### config.mk
export PLATFORM = sky130hd
export DESIGN_NAME = extbus_ctl_regs
export DESIGN_NICKNAME = d
export VERILOG_FILES = /design/src/rtl/xbc_pkg.sv /design/src/rtl/xbc_access_check.sv /design/src/rtl/xbc_reg_slot.sv /design/src/rtl/xbc_read_port.sv /design/src/rtl/extbus_ctl_regs.sv
export SDC_FILE = /design/constraint.sdc
export NUM_CORES = 1
export LEC_CHECK = 0
export ABC_CLOCK_PERIOD_IN_PS = 4390
export BUFFER_PORTS_ARGS = -buffer_cell sky130_fd_sc_hd__buf_4
export CAP_MARGIN = 20
export CORE_AREA = 10 10 144 146
export CTS_BUF_LIST = sky130_fd_sc_hd__clkbuf_8 sky130_fd_sc_hd__clkbuf_16
export CTS_CLUSTER_SIZE = 10
export DETAILED_ROUTE_END_ITERATION = 8
export DIE_AREA = 0 0 154 156
export HOLD_SLACK_MARGIN = 0.1
export PLACE_DENSITY = 0.68
export SYNTH_ARGS = -nofsm -noshare
export SYNTH_HDL_FRONTEND = slang
export SYNTH_HIERARCHICAL = 1
export SYNTH_SLANG_ARGS = --single-unit
### constraint.sdc
create_clock -name clk -period 4.39 [get_ports clk]
set_clock_uncertainty 0.2 [all_clocks]
set_input_delay 0.6585 -clock clk [delete_from_list [all_inputs] [get_ports clk]]
set_output_delay 0.6585 -clock clk [all_outputs]
set_load 0.02 [all_outputs]
### src/rtl/xbc_pkg.sv
package xbc_pkg;

    localparam int unsigned REG_W = 16;

    typedef enum logic [2:0] {
        SL_BUSCTL_A  = 3'd0,
        SL_BUSWIDTH  = 3'd1,
        SL_WAITST    = 3'd2,
        SL_MEMCTL    = 3'd3,
        SL_RF_CTRL   = 3'd4,
        SL_RF_COUNT  = 3'd5,
        SL_RF_CONST  = 3'd6,
        SL_VOID      = 3'd7
    } slot_e;

    // Value each slot takes in reset
    function automatic logic [REG_W-1:0] slot_reset(input int idx);
        case (idx)
            int'(SL_BUSCTL_A): return 16'h03F0;
            int'(SL_BUSWIDTH): return 16'h00FC;
            int'(SL_WAITST):   return 16'hAAFF;
            default:           return 16'h0000;
        endcase
    endfunction

    // Bits a read reveals
    function automatic logic [REG_W-1:0] slot_mask(input int idx);
        case (idx)
            int'(SL_BUSCTL_A): return 16'h1FF7;
            int'(SL_BUSWIDTH): return 16'h00FC;
            int'(SL_WAITST):   return 16'hFFFF;
            int'(SL_MEMCTL):   return 16'hFEFC;
            int'(SL_RF_CTRL):  return 16'h00F8;
            int'(SL_RF_CONST): return 16'h00FF;
            default:           return 16'h0000;
        endcase
    endfunction

    // Slots that hold storage
    function automatic bit slot_stored(input int idx);
        case (idx)
            int'(SL_BUSCTL_A), int'(SL_BUSWIDTH), int'(SL_WAITST),
            int'(SL_MEMCTL), int'(SL_RF_CTRL), int'(SL_RF_CONST): return 1'b1;
            default: return 1'b0;
        endcase
    endfunction

    // Bit of the first control word that carries the strap
    localparam int unsigned STRAP_BIT = 15;

endpackage

### src/rtl/xbc_access_check.sv
module xbc_access_check #(
    parameter int unsigned DATA_W = 32,
    parameter logic [DATA_W/2-1:0] KEY = 16'hA55A
) (
    input  logic              wr_en,
    input  logic [DATA_W/8-1:0] be,
    input  logic [DATA_W-1:0] wdata,
    output logic              commit,
    output logic              bad_key
);
    localparam int unsigned BE_W   = DATA_W / 8;
    localparam int unsigned HALF_W = DATA_W / 2;
    localparam int unsigned LO_BE  = BE_W / 2;
    localparam int unsigned CNT_W  = $clog2(BE_W + 1);

    logic [CNT_W-1:0] lanes;
    logic             upper_on;
    logic             key_match;
    logic             wide_ok;

    always_comb begin
        lanes = '0;
        for (int k = 0; k < BE_W; k++) begin
            lanes = lanes + CNT_W'(be[k]);
        end
        upper_on  = |be[BE_W-1:LO_BE];
        key_match = (wdata[DATA_W-1:HALF_W] == KEY);
        // a single active lane is a byte access, which is not allowed
        wide_ok   = wr_en && (lanes >= CNT_W'(2));
        commit    = wide_ok && (!upper_on || key_match);
        bad_key   = wide_ok && upper_on && !key_match;
    end

endmodule

### src/rtl/xbc_reg_slot.sv
module xbc_reg_slot #(
    parameter int unsigned REG_W = 16,
    parameter logic [REG_W-1:0] RESET = '0
) (
    input  logic               clk,
    input  logic               rst_n,
    input  logic               we,
    input  logic [REG_W/8-1:0] byte_we,
    input  logic [REG_W-1:0]   wd,
    output logic [REG_W-1:0]   q
);
    localparam int unsigned NBYTE = REG_W / 8;

    logic [REG_W-1:0] val_d, val_q;

    always_comb begin
        val_d = val_q;
        if (we) begin
            for (int b = 0; b < NBYTE; b++) begin
                if (byte_we[b]) begin
                    val_d[b*8 +: 8] = wd[b*8 +: 8];
                end
            end
        end
    end

    always_ff @(posedge clk) begin
        if (!rst_n) begin
            val_q <= RESET;
        end else begin
            val_q <= val_d;
        end
    end

    assign q = val_q;

endmodule

### src/rtl/xbc_read_port.sv
module xbc_read_port
    import xbc_pkg::*;
#(
    parameter int unsigned DATA_W = 32,
    parameter int unsigned ADDR_W = 4
) (
    input  logic              clk,
    input  logic              rst_n,
    input  logic              rd_en,
    input  logic [ADDR_W-1:0] addr,
    input  logic              slave_strap,
    input  logic [REG_W-1:0]  slot_val [2**(ADDR_W-1)],
    output logic [DATA_W-1:0] rdata
);
    localparam int unsigned SLOT_W = ADDR_W - 1;

    typedef struct packed {
        logic [DATA_W-1:0] data;
    } rd_state_t;

    rd_state_t        st_d, st_q;
    logic [SLOT_W-1:0] idx;
    logic [REG_W-1:0]  shown;

    always_comb begin
        idx   = addr[ADDR_W-1:1];
        shown = slot_val[idx] & slot_mask(int'(idx));
        if (idx == SLOT_W'(SL_BUSCTL_A)) begin
            shown[STRAP_BIT] = slave_strap;
        end
        st_d = '0;
        if (rd_en && !addr[0]) begin
            st_d.data = DATA_W'(shown);
        end
    end

    always_ff @(posedge clk) begin
        if (!rst_n) begin
            st_q <= '0;
        end else begin
            st_q <= st_d;
        end
    end

    assign rdata = st_q.data;

endmodule

### src/rtl/extbus_ctl_regs.sv
module extbus_ctl_regs
    import xbc_pkg::*;
#(
    parameter int unsigned DATA_W = 32,
    parameter int unsigned ADDR_W = 4,
    parameter logic [DATA_W/2-1:0] KEY = 16'hA55A
) (
    input  logic                clk,
    input  logic                rst_n,
    input  logic                slave_strap,
    input  logic                wr_en,
    input  logic                rd_en,
    input  logic [ADDR_W-1:0]   addr,
    input  logic [DATA_W/8-1:0] be,
    input  logic [DATA_W-1:0]   wdata,
    output logic [DATA_W-1:0]   rdata,
    output logic                key_err
);
    localparam int unsigned SLOT_W = ADDR_W - 1;
    localparam int unsigned NSLOT  = 2 ** SLOT_W;
    localparam int unsigned RBYTES = REG_W / 8;

    typedef struct packed {
        logic key_err;
    } top_state_t;

    top_state_t        st_d, st_q;
    logic              commit;
    logic              bad_key;
    logic [SLOT_W-1:0] wr_idx;
    logic              aligned;
    logic [REG_W-1:0]  slot_val [NSLOT];

    xbc_access_check #(
        .DATA_W (DATA_W),
        .KEY    (KEY)
    ) u_check (
        .wr_en   (wr_en),
        .be      (be),
        .wdata   (wdata),
        .commit  (commit),
        .bad_key (bad_key)
    );

    assign wr_idx  = addr[ADDR_W-1:1];
    assign aligned = !addr[0];

    for (genvar i = 0; i < NSLOT; i++) begin : g_slot
        localparam bit              HAS_STORE = slot_stored(i);
        localparam logic [REG_W-1:0] RST_VAL  = slot_reset(i);
        logic hit;
        assign hit = HAS_STORE && commit && aligned && (wr_idx == SLOT_W'(i));
        xbc_reg_slot #(
            .REG_W (REG_W),
            .RESET (RST_VAL)
        ) u_reg (
            .clk     (clk),
            .rst_n   (rst_n),
            .we      (hit),
            .byte_we (be[RBYTES-1:0]),
            .wd      (wdata[REG_W-1:0]),
            .q       (slot_val[i])
        );
    end

    xbc_read_port #(
        .DATA_W (DATA_W),
        .ADDR_W (ADDR_W)
    ) u_read (
        .clk         (clk),
        .rst_n       (rst_n),
        .rd_en       (rd_en),
        .addr        (addr),
        .slave_strap (slave_strap),
        .slot_val    (slot_val),
        .rdata       (rdata)
    );

    always_comb begin
        st_d         = st_q;
        st_d.key_err = bad_key;
    end

    always_ff @(posedge clk) begin
        if (!rst_n) begin
            st_q <= '0;
        end else begin
            st_q <= st_d;
        end
    end

    assign key_err = st_q.key_err;

endmodule

==> results of run 1 <==
-- state kept, by name, indices dropped and copies added, names as in the netlist --
name,flops
u_read/rdata,16
key_err,1
g_slot.u_reg/q,60
-- metal layers --
metal  GRT usage  vias to the layer above  wire, µm
li1            -                     1483         -
met1     0.09981                     1329      4447
met2      0.1233                       77      4631
met3     0.02509                       19       607
met4     0.04543                        0       238
met5           0                        -         0
-- cell usage in the layout (no fill, tap or decap), drive strengths merged, types with 13 or more instances in the layout --
cell and n:
nor2 17, mux2 13, inv 30, nand2 37, o211ai 24, conb 16, o21ai 36, nand4 36
nand3 24, buf 65, dfxtp 77
-- worst min-delay path, cell delays in order, from the launching register on --
cell and delay, ns:
dfxtp_1 0.30, nand2_1 0.06, o21ai_2 0.04
-- how the worst min path moves through the flow --
stage,depth (start not counted),slack [ns],endpoint
after floorplan,2,0.23,g_slot[3].u_reg/q[4]
after global placement,2,0.24,g_slot[6].u_reg/q[1]
after detailed placement,2,0.25,g_slot[6].u_reg/q[4]
after CTS,2,0.26,g_slot[6].u_reg/q[6]
after global routing,2,0.26,g_slot[6].u_reg/q[6]
final,2,0.25,g_slot[6].u_reg/q[6]
-- metrics by stage --
stage | cells | area, µm² | worst slack (ns) | hold slack [ns] | total power (µW)
after global placement | 661 | 4349 | 0.9376 | 0.2443 | 853.6
after CTS | 676 | 4609 | 1.171 | 0.2575 | 1516
after detailed placement | 661 | 4349 | 0.8168 | 0.2466 | 853.8
after global routing | 676 | 4609 | 0.9666 | 0.2631 | 1555
final | 676 | 4609 | 1.153 | 0.2549 | 1500
after floorplan | 434 | 4101 | 1.567 | 0.2349 | 817.0
-- power by group --
part / internal (µW) / switching, µW
Clock: 386 / 275
Sequential: 703 / 1.57
Combinational: 51.6 / 82.4
-- layout make-up --
cell class	instances	area (µm²)	share of cell area
Clock buffer	10	239.0	0.05185
Sequential cell	77	1541	0.3344
Inverter	27	101.3	0.02199
Tap cell	229	286.5	0.06216
Clock inverter	5	21.27	0.004615
Multi-Input combinational cell	263	1932	0.4191
Timing Repair Buffer	65	488.0	0.1059
==> impl_metrics.yaml, run 1 <==
global_routing:
  track_usage: 0.08116
  overflow: 0
  grt_max_degree: 98
  antenna_found_initial: 0
  grt_pass1_wl_mm: 15.57
  grt_pass1_vias: 2869
critical_path:
  cp.depth: 9
  r2r_cells: 3
  reg2reg_setup_slack_ns: 2.98
  critPathBufInv: 1
  crit_fanout: 47
  r2r_start: "g_slot[1].u_reg/q[4]"
  r2r_end: "u_read/rdata[4]"
  crit_type: "in -> reg"
  cp_slowest_cell: "fa_1"
  path_cells: "buf_4 > fa_1 > a21o_1 > nand2_1 > nor2_1 > or3b_4 > nor3_1 > and2_4 > o211ai_2"
  end_kind: "register"
  crit_start: "be[0]"
  endpoint: "g_slot[1].u_reg/q[7]"
  required_ns: 4.36
  crit_arrival_ns: 3.21
  cp_top_family: "simple AND/OR/NAND/NOR gates"
  critPathLaunchType: "input port"
  max_stage_delay_ns: 0.58
cts:
  insertion_delay_ns: 0.34
  htree_levels: 3
  post_cts_resized: 0
  postCtsSetupBuffers: 0
  clockBufferDepth: 2
  cts_buffers: 9
  cts_hold_buf: 0
  cts_tree: "done"
  cts.clk_slew.worst_paths_ns: 0.06
  cts.sinks: 77
  cts-root-buf: "clkbuf_16"
detailed_routing:
  via_per_inst: 4.302
  wl_mm: 9.924
  wire_per_inst_um: 14.68
  vias: 2908
  first_pass_iters: 4
  route.detailed.drc: 0
  postRouteAntennaNets: 0
  drt_iter0_markers: 125
timing:
  fin_crit_sh: 0.7373
  finalHoldViolations: 0
  rsz0062_at_grt: "false"
  fmax_mhz: 308.9
  finalSetupViolCount: 0
  worst_pin_slew_ns: 1.055
  layout_min_cycle_time_ns: 3.237
  slew_violations: 0
  max-slew-margin-rel: 0.2964
  fin_setup_tns_ns: 0
logic_synthesis:
  syn_avg_cell_area_um2: 9.654
  syn_area_um2: 4045
  yosys_warnings: 6
  synth_cells: 419
placement:
  io_buffers: 61
  gp_congestion: 0.7437
  place_hpwl_mm: 7.182
layout:
  num-fill-cells: 1905
  areaGrowthSynthToFinish_pct: 13.95
  utilization: 0.2584
  drive_above_1_share: 0.3691
  diodes: 0
  final_net_count: 489
power:
  static-leakage-power_uw: 0.001889
  p_per_area_nw_per_um2: 325.4
  ir_drop_mv: 0.1660
die:
  die-area_um2: 24020
  start_util: 0.2267
  die_h_um: 156
  die_x_um: 154
  core_um2: 17840
  row_count: 49
  ios: 78
worst_hold_path:
  min_from: "g_slot[6].u_reg/q[6]"
  worst_hold_path_type: "reg -> reg"
flow_run:
  max_cap_violations: 0
status:
  status: "completed"
(Power assumes the default switching activity.)
==> run 2, diff against run 1 <==
--- a/config.mk
+++ b/config.mk
@@ -5,7 +5,8 @@
 export SDC_FILE = /design/constraint.sdc
 export NUM_CORES = 1
 export LEC_CHECK = 0
-export ABC_CLOCK_PERIOD_IN_PS = 4390
+export ABC_AREA = 1
+export ABC_CLOCK_PERIOD_IN_PS = 3300
 export BUFFER_PORTS_ARGS = -buffer_cell sky130_fd_sc_hd__buf_4
 export CAP_MARGIN = 20
 export CORE_AREA = 10 10 144 146
==> constraint.sdc (replaced) <==
create_clock -name clk -period 3.3 [get_ports clk]
set_clock_uncertainty 0.2 [all_clocks]
set_input_delay 0.495 -clock clk [delete_from_list [all_inputs] [get_ports clk]]
set_output_delay 0.495 -clock clk [all_outputs]
set_load 0.02 [all_outputs]
==> impl_metrics.yaml, run 2 <==
cts:
  post_cts_resized: 0
  cts.clk_slew.worst_paths_ns: 0.07
  cts_hold_buf: 0
  postCtsSetupBuffers: 0
  cts_buffers: 9
  insertion_delay_ns: 0.35
  clockBufferDepth: 2
  cts-root-buf: "clkbuf_16"
  cts_tree: "done"
  cts.sinks: 98
  htree_levels: 3
timing:
  worst_pin_slew_ns: 0.6683
  fin_setup_tns_ns: 0
  layout_min_cycle_time_ns: 2.373
  finalHoldViolations: 0
  fin_crit_sh: 0.7190
  max-slew-margin-rel: 0.5545
  finalSetupViolCount: 0
  slew_violations: 0
  setup_ws_ns: 0.9272
  fmax_mhz: 421.4
  rsz0062_at_grt: "false"
power:
  switchingPower_uw: 654.1
  p_per_area_nw_per_um2: 440.7
  ir_drop_mv: 0.3085
  p_int_uw: 1892
  switching_share: 0.2569
  p_clk_frac: 0.431
  static-leakage-power_uw: 0.003092
  seqPwrFrac: 0.472
  p_comb_frac: 0.097
  fin_total_pwr_uw: 2546
placement:
  io_buffers: 61
  place_hpwl_mm: 9.436
  pre_cts_ws_ns: 0.5987
  gp_congestion: 0.8524
  placed_area_um2: 5466
global_routing:
  grt_pass1_wl_mm: 22.36
  track_usage: 0.1129
  grt_max_degree: 63
  overflow: 0
  grt_pass1_vias: 4381
  antenna_found_initial: 0
die:
  ios: 78
  die_x_um: 154
  row_count: 49
  die-area_um2: 24020
  start_util: 0.2871
  die_h_um: 156
  core_um2: 17840
detailed_routing:
  wire_per_inst_um: 12.89
  first_pass_iters: 6
  drt_iter0_markers: 397
  via_per_inst: 4.246
  wl_mm: 13.49
  postRouteAntennaNets: 0
  route.detailed.drc: 0
  vias: 4441
layout:
  areaGrowthSynthToFinish_pct: 12.80
  num-fill-cells: 1907
  layout_common_cells: "nand2_1, nor2_1, inv_1, dfxtp_1, buf_4"
  final_common_cell: "nand2_1"
  drive_above_1_share: 0.1506
  stdcell_area_um2: 5778
  largest_reg_flops: 81
  utilization: 0.3239
  final_net_count: 858
  diodes: 0
critical_path:
  required_ns: 3.30
  cp_top_family: "simple AND/OR/NAND/NOR gates"
  crit_fanout: 14
  critPathBufInv: 3
  path_cells: "buf_4 > fa_1 > nand2_1 > inv_1 > o21ai_1 > a21oi_2 > nand3_2 > nor2_1 > buf_4 > nand2_1 > nand2_1 > nand3_1"
  cp_slowest_cell: "fa_1"
  crit_arrival_ns: 2.38
  crit_type: "in -> reg"
  critPathLaunchType: "input port"
  cpMostUsedCell: "nand2_1"
  end_kind: "register"
  max_stage_delay_ns: 0.51
logic_synthesis:
  synth_cells: 774
  syn_avg_cell_area_um2: 6.618
  yosys_warnings: 6
  syn_area_um2: 5122
flow_run:
  max_cap_violations: 0
status:
  status: "completed"
worst_hold_path:
  worst_hold_path_type: "in -> reg"
-- run 2: area by class of cell --
cell class / instances / area, µm² / share of cell area
sequential: 98 / 1962 / 0.3395
timing repair buffer: 67 / 503.0 / 0.08705
clock buffer: 10 / 239.0 / 0.04136
multi-input combinational: 532 / 2315 / 0.4006
tap: 229 / 286.5 / 0.04959
clock inverter: 6 / 72.57 / 0.01256
inverter: 104 / 400.4 / 0.06929
-- run 2: final timing paths --
kind,end,slack (ns),cells after the start,startpoint
worst min register to register,u_read/rdata[0],0.25,2,g_slot[6].u_reg/q[0]
worst max register to register,u_read/rdata[5],2.17,8,g_slot[3].u_reg/q[5]
worst max-delay path,g_slot[2].u_reg/q[5],0.93,12,be[1]
worst min-delay path,g_slot[0].u_reg/q[1],0.20,3,wdata[1]
-- run 2: layer usage --
layer / track usage / up-vias / share of wire
li1: - / 2328 / -
met1: 0.1368 / 1986 / 0.45
met2: 0.1852 / 111 / 0.48
met3: 0.03060 / 16 / 0.055
met4: 0.04543 / 0 / 0.021
met5: 0 / - / 0
-- run 2: power groups by stage --
stage	logic, µW	registers [µW]	clock network [µW]
3_5_place_dp	244	1230	0
5_1_grt	274	1200	1170
2_1_floorplan	170	1230	0
3_3_place_gp	243	1230	0
6_report	247	1200	1100
4_1_cts	245	1200	1120
-- run 2: tightest hold or removal path, stage by stage --
cell and delay (ns):
buf_4 0.10, nor2_1 0.04, nor2_1 0.08
-- run 2: per-stage QoR --
| step | hold slack [ns] | cells |
|---|---|---|
| after global routing | 0.2061 | 1046 |
| after floorplan | 0.2188 | 790 |
| final | 0.2016 | 1046 |
| after detailed placement | 0.2411 | 1030 |
| after global placement | 0.2381 | 1030 |
| after CTS | 0.1926 | 1046 |
